**src/rtl/vms_pkg.sv**
```systemverilog
package vms_pkg;
  localparam int ADDR_W = 6;
  localparam int OP_W   = 9;
  localparam int WORD_W = OP_W + 1;
  localparam int DEPTH  = 1 << ADDR_W;
  localparam int SEL_W  = 2;
  localparam int NCOND  = 1 << SEL_W;

  typedef logic [ADDR_W-1:0]             addr_t;
  typedef logic [OP_W-1:0]               op_t;
  typedef logic [WORD_W-1:0]             uword_t;
  typedef logic [DEPTH-1:0][WORD_W-1:0]  image_t;

  // Field positions inside a microword
  localparam int FMT_BIT = WORD_W - 1;
  localparam int SEL_HI  = FMT_BIT - 1;
  localparam int SEL_LO  = FMT_BIT - SEL_W;
  localparam int CMP_BIT = SEL_LO - 1;

  // Default image: every word is a transfer carrying its own address.
  function automatic image_t default_image();
    image_t img;
    for (int i = 0; i < DEPTH; i++) begin
      img[i] = uword_t'(i);
    end
    return img;
  endfunction
endpackage

```
**src/rtl/vms_store.sv**
```systemverilog
module vms_store
  import vms_pkg::*;
#(
  parameter image_t IMAGE = default_image()
) (
  input  logic   clk,
  input  addr_t  rd_addr,
  output uword_t rd_word
);
  uword_t mem [DEPTH];

  initial begin
    for (int i = 0; i < DEPTH; i++) begin
      mem[i] = IMAGE[i];
    end
  end

  always_ff @(posedge clk) begin
    rd_word <= mem[rd_addr];
  end
endmodule

```
**src/rtl/vms_cond_mux.sv**
```systemverilog
module vms_cond_mux
  import vms_pkg::*;
(
  input  logic [SEL_W-1:0] sel,
  input  logic             wait_in,
  input  logic             ac_sign,
  input  logic [1:0]       ir_op,
  output logic             cond
);
  logic [NCOND-1:0] src;

  assign src[0] = wait_in;
  assign src[1] = ac_sign;
  assign src[2] = ir_op[1];
  assign src[3] = ir_op[0];

  always_comb begin
    cond = src[sel];
  end
endmodule

```
**src/rtl/vms_next_addr.sv**
```systemverilog
module vms_next_addr
  import vms_pkg::*;
(
  input  uword_t word,
  input  addr_t  pc,
  input  logic   cond,
  output addr_t  next_pc,
  output logic   is_xfer
);
  addr_t seq_pc;
  logic  take;

  always_comb begin
    seq_pc  = addr_t'(pc + 1'b1);
    is_xfer = ~word[FMT_BIT];
    take    = word[FMT_BIT] & (cond == word[CMP_BIT]);
    next_pc = take ? word[ADDR_W-1:0] : seq_pc;
  end
endmodule

```
**src/rtl/vms_sequencer.sv**
```systemverilog
module vms_sequencer
  import vms_pkg::*;
#(
  parameter image_t PROGRAM = default_image()
) (
  input  logic            clk,
  input  logic            rst,
  input  logic            wait_in,
  input  logic            ac_sign,
  input  logic [1:0]      ir_op,
  output logic            uop_valid,
  output logic [OP_W-1:0] uop_code,
  output logic [ADDR_W-1:0] upc
);
  addr_t  pc_q;
  addr_t  pc_d;
  addr_t  rd_addr;
  uword_t word_q;
  logic   cond;
  logic   is_xfer;

  vms_cond_mux u_cond (
    .sel     (word_q[SEL_HI:SEL_LO]),
    .wait_in (wait_in),
    .ac_sign (ac_sign),
    .ir_op   (ir_op),
    .cond    (cond)
  );

  vms_next_addr u_next (
    .word    (word_q),
    .pc      (pc_q),
    .cond    (cond),
    .next_pc (pc_d),
    .is_xfer (is_xfer)
  );

  assign rd_addr = rst ? '0 : pc_d;

  vms_store #(.IMAGE(PROGRAM)) u_store (
    .clk     (clk),
    .rd_addr (rd_addr),
    .rd_word (word_q)
  );

  always_ff @(posedge clk) begin
    if (rst) begin
      pc_q      <= '0;
      uop_valid <= 1'b0;
      uop_code  <= '0;
    end else begin
      pc_q      <= pc_d;
      uop_valid <= is_xfer;
      uop_code  <= is_xfer ? word_q[OP_W-1:0] : '0;
    end
  end

  assign upc = pc_q;
endmodule

```
**config.mk**
```make
export PLATFORM = sky130hd
export DESIGN_NAME = vms_sequencer
export DESIGN_NICKNAME = d
export VERILOG_FILES = /design/src/rtl/vms_pkg.sv /design/src/rtl/vms_store.sv /design/src/rtl/vms_cond_mux.sv /design/src/rtl/vms_next_addr.sv /design/src/rtl/vms_sequencer.sv
export SDC_FILE = /design/constraint.sdc
export NUM_CORES = 1
export LEC_CHECK = 0
export BUFFER_PORTS_ARGS = -buffer_cell sky130_fd_sc_hd__buf_2
export CAP_MARGIN = 10
export CORE_AREA = 4 4 41 43
export CTS_CLUSTER_SIZE = 20
export DETAILED_ROUTE_END_ITERATION = 8
export DIE_AREA = 0 0 45 47
export PLACE_DENSITY_LB_ADDON = 0.12
export SYNTH_ARGS = -nofsm -noshare
export SYNTH_HDL_FRONTEND = slang
export SYNTH_SLANG_ARGS = --single-unit
```
**constraint.sdc**
```tcl
create_clock -name clk -period 2.85 [get_ports clk]
set_input_delay 0.57 -clock clk [delete_from_list [all_inputs] [get_ports clk]]
set_output_delay 0.57 -clock clk [all_outputs]
set_load 0.05 [all_outputs]
```
==> results.md <==
* Net count reported at finish at 64
* YS warnings at 0
* Multi-input logic area at 148.9 µm²
* Top cells by instance count after synthesis: dfxtp_1, nor2b_1, nor2_1
* Clock slew at reported path FFs at 0.08 ns
* Min-delay worst type: flip-flop to flip-flop
* Critical path's largest stage delay at 0.43 ns
* Residual DRC at 0
* Max clock buf depth at 2
* Diodes inserted at 0
* Initial Util at 33.27%
* Cell Rows at 13
* Synth Cell Area at 432.9 µm²
* Hold Buf Count CTS at 0
* Area Overhead vs Synth at 21.97%
* Critical path capture point type: primary output
* Count leader, synth: dfxtp_1
* CTS H-tree depth at 1
* Total power at 0.0003540 W
* Max VDD drop at 177.7 µV
* Cts repair resizes at 0
* Die Area at 2115 µm²
* Min Hold Slack at between 0.4 and 0.5 ns
* Post-DRT Antenna Nets at 0
* GRT Total Usage at 7.222%
* Pwr Density at 670.5 nW/µm²
* Final Max Slew Viols at 0
* Clock period minus worst slack at 1.576 ns
* Register area at 260.3 µm²
* Register area share after synthesis at 60.12%
* Core Area at 1301 µm²
* Number of synthesized flops with an enable pin at 0
* Post-CTS Setup Bufs at 0
* Final hold viol count at 0
* Unique cell type count in the Yosys netlist at 15
* Layout Skew at 0.008364 ns
* Routability congestion estimate at between 0.6 and 0.7
* Dominant cell type by area after synthesis: dfxtp_1
* Vias at between 200 and 300
* Final period util at 55.28%
* Average cell area after synthesis at between 10 and 15 µm²
* CP Launch Type: flip-flop
* Max-cap violations at 0
* CTS sink cnt at 13
* Main flop type after synthesis: dfxtp_1
* GR Overflow Total at 0
* Input/output buffers at 14
* Clock root cell: clkbuf_4
* Vias in the first global route at 234
* Vias/cell at 3.803
* Initial drt markers at 0
* Number of synthesized register bits at 13
* Post-Route Setup TNS at 0 ns
* CTS buffer count at 3
* Critical Path Fanout Max at 5
* Arr. time, crit path at around 1 ns
* Post-DP HPWL at 503.7 µm
* Fillers at 145
* Leakage at 0.2591 nW
* CTS tree: done
* Final WL at 693 µm
* Critical Path RT at 2.28 ns
* First-pass GRT wire length at 1.007 mm
* Synth top area cells: dfxtp_1, nor2b_1, buf_4
* Status: finished clean
* Crit path kind: flip-flop to primary output
* Crit-path leading delay family: flip-flops
* Antenna violations before repair at 0
* Final std cells w/o fill at 71
* Crit-path cells: buf_2
* FFs w/ async S/R, synth at 0%
* Clk_lat worst skew at between 0.2 and 0.3 ns
* Top achievable clock speed at about 0.63 GHz
* Count of final setup violators at 0
* Core Util, Final at 40.58%
* WL per Instance at 9.761 µm
* Post-Syn Instances at 40
* CP Buf/Inv Count at 1
* First-pass DRT Iterations at 1
* Largest net degree at the start of global routing at 14
* Die X at roughly 45 µm
* DIE HEIGHT at 47 µm
* Slowest cell on crit path: dfxtp_1
* Synth top area share at 60.12%
* Share of layout cells above drive strength 1 at 33.93%
* RSZ-0062 raised after global routing: no
* Placed Cells incl. Taps at between 60 and 70
* IO Count at 22
## cell families after synthesis
group,synth area share (%)
xor gates and xnor gates,6.070
adders and majority gates,2.890
buffers and inverters,7.223
DFF,60.12
muxes,2.601
other,0.8662
and+or+nand+nor,20.23
## registers in the layout, summed over array words and instances, names as in the netlist
name and cells:
upc 6, uop_code 6, uop_valid 1
## final timing paths
kind                from  endpoint  slack [ns]  depth (start not counted)
setup / recovery  upc[2]    upc[2]        1.27                          1
hold / removal    upc[0]    upc[0]        0.49                          1
setup reg to reg  upc[2]    upc[5]        1.75                          3
hold reg to reg   upc[0]    upc[0]        0.49                          1
## worst reg2reg max path, delay by kind of cell (launching register included)
kind          cells  cell delay (ns)
simple gates      2             0.25
flops             1             0.43
mux               1             0.31
## report_power, final
part           switching, W   total, W  internal (W)
sequential       0.00000503   0.000193      0.000188
combinational     0.0000393  0.0000490    0.00000966
clock             0.0000577   0.000112     0.0000542
## stage by stage
step / setup slack [ns] / instance area (µm²)
6_report: 1.274 / 528.0
5_1_grt: 1.220 / 528.0
4_1_cts: 1.271 / 528.0
3_5_place_dp: 1.576 / 501.7
3_3_place_gp: 1.571 / 501.7
2_1_floorplan: 1.449 / 440.4
## metal layers
metal,wire length [µm],part of all wire [%],GRT usage (%),up-vias
met5,0,0,0,-
met4,0,0,7.018,0
met3,72,10,4.598,0
met2,276,40,9.040,12
met1,344,50,8.065,112
li1,-,-,-,146
## layout make-up
type / count / area share, %
inverter: 1 / 0.7109
multi-input combinational: 24 / 28.20
timing repair buffer: 14 / 13.27
sequential: 13 / 49.29
tap: 15 / 3.555
clock buffer: 4 / 4.976
## cells in the final DEF (no fill, tap or decap), drive strengths merged
master  instances
nand3           2
clkbuf          4
nor2b           7
conb            3
xor2            2
dfxtp          13
xnor2           1
buf            14
inv             1
nand2           1
ha              1
mux2            1
nor2            6
No activity file was read; power rests on OpenSTA's default activity.
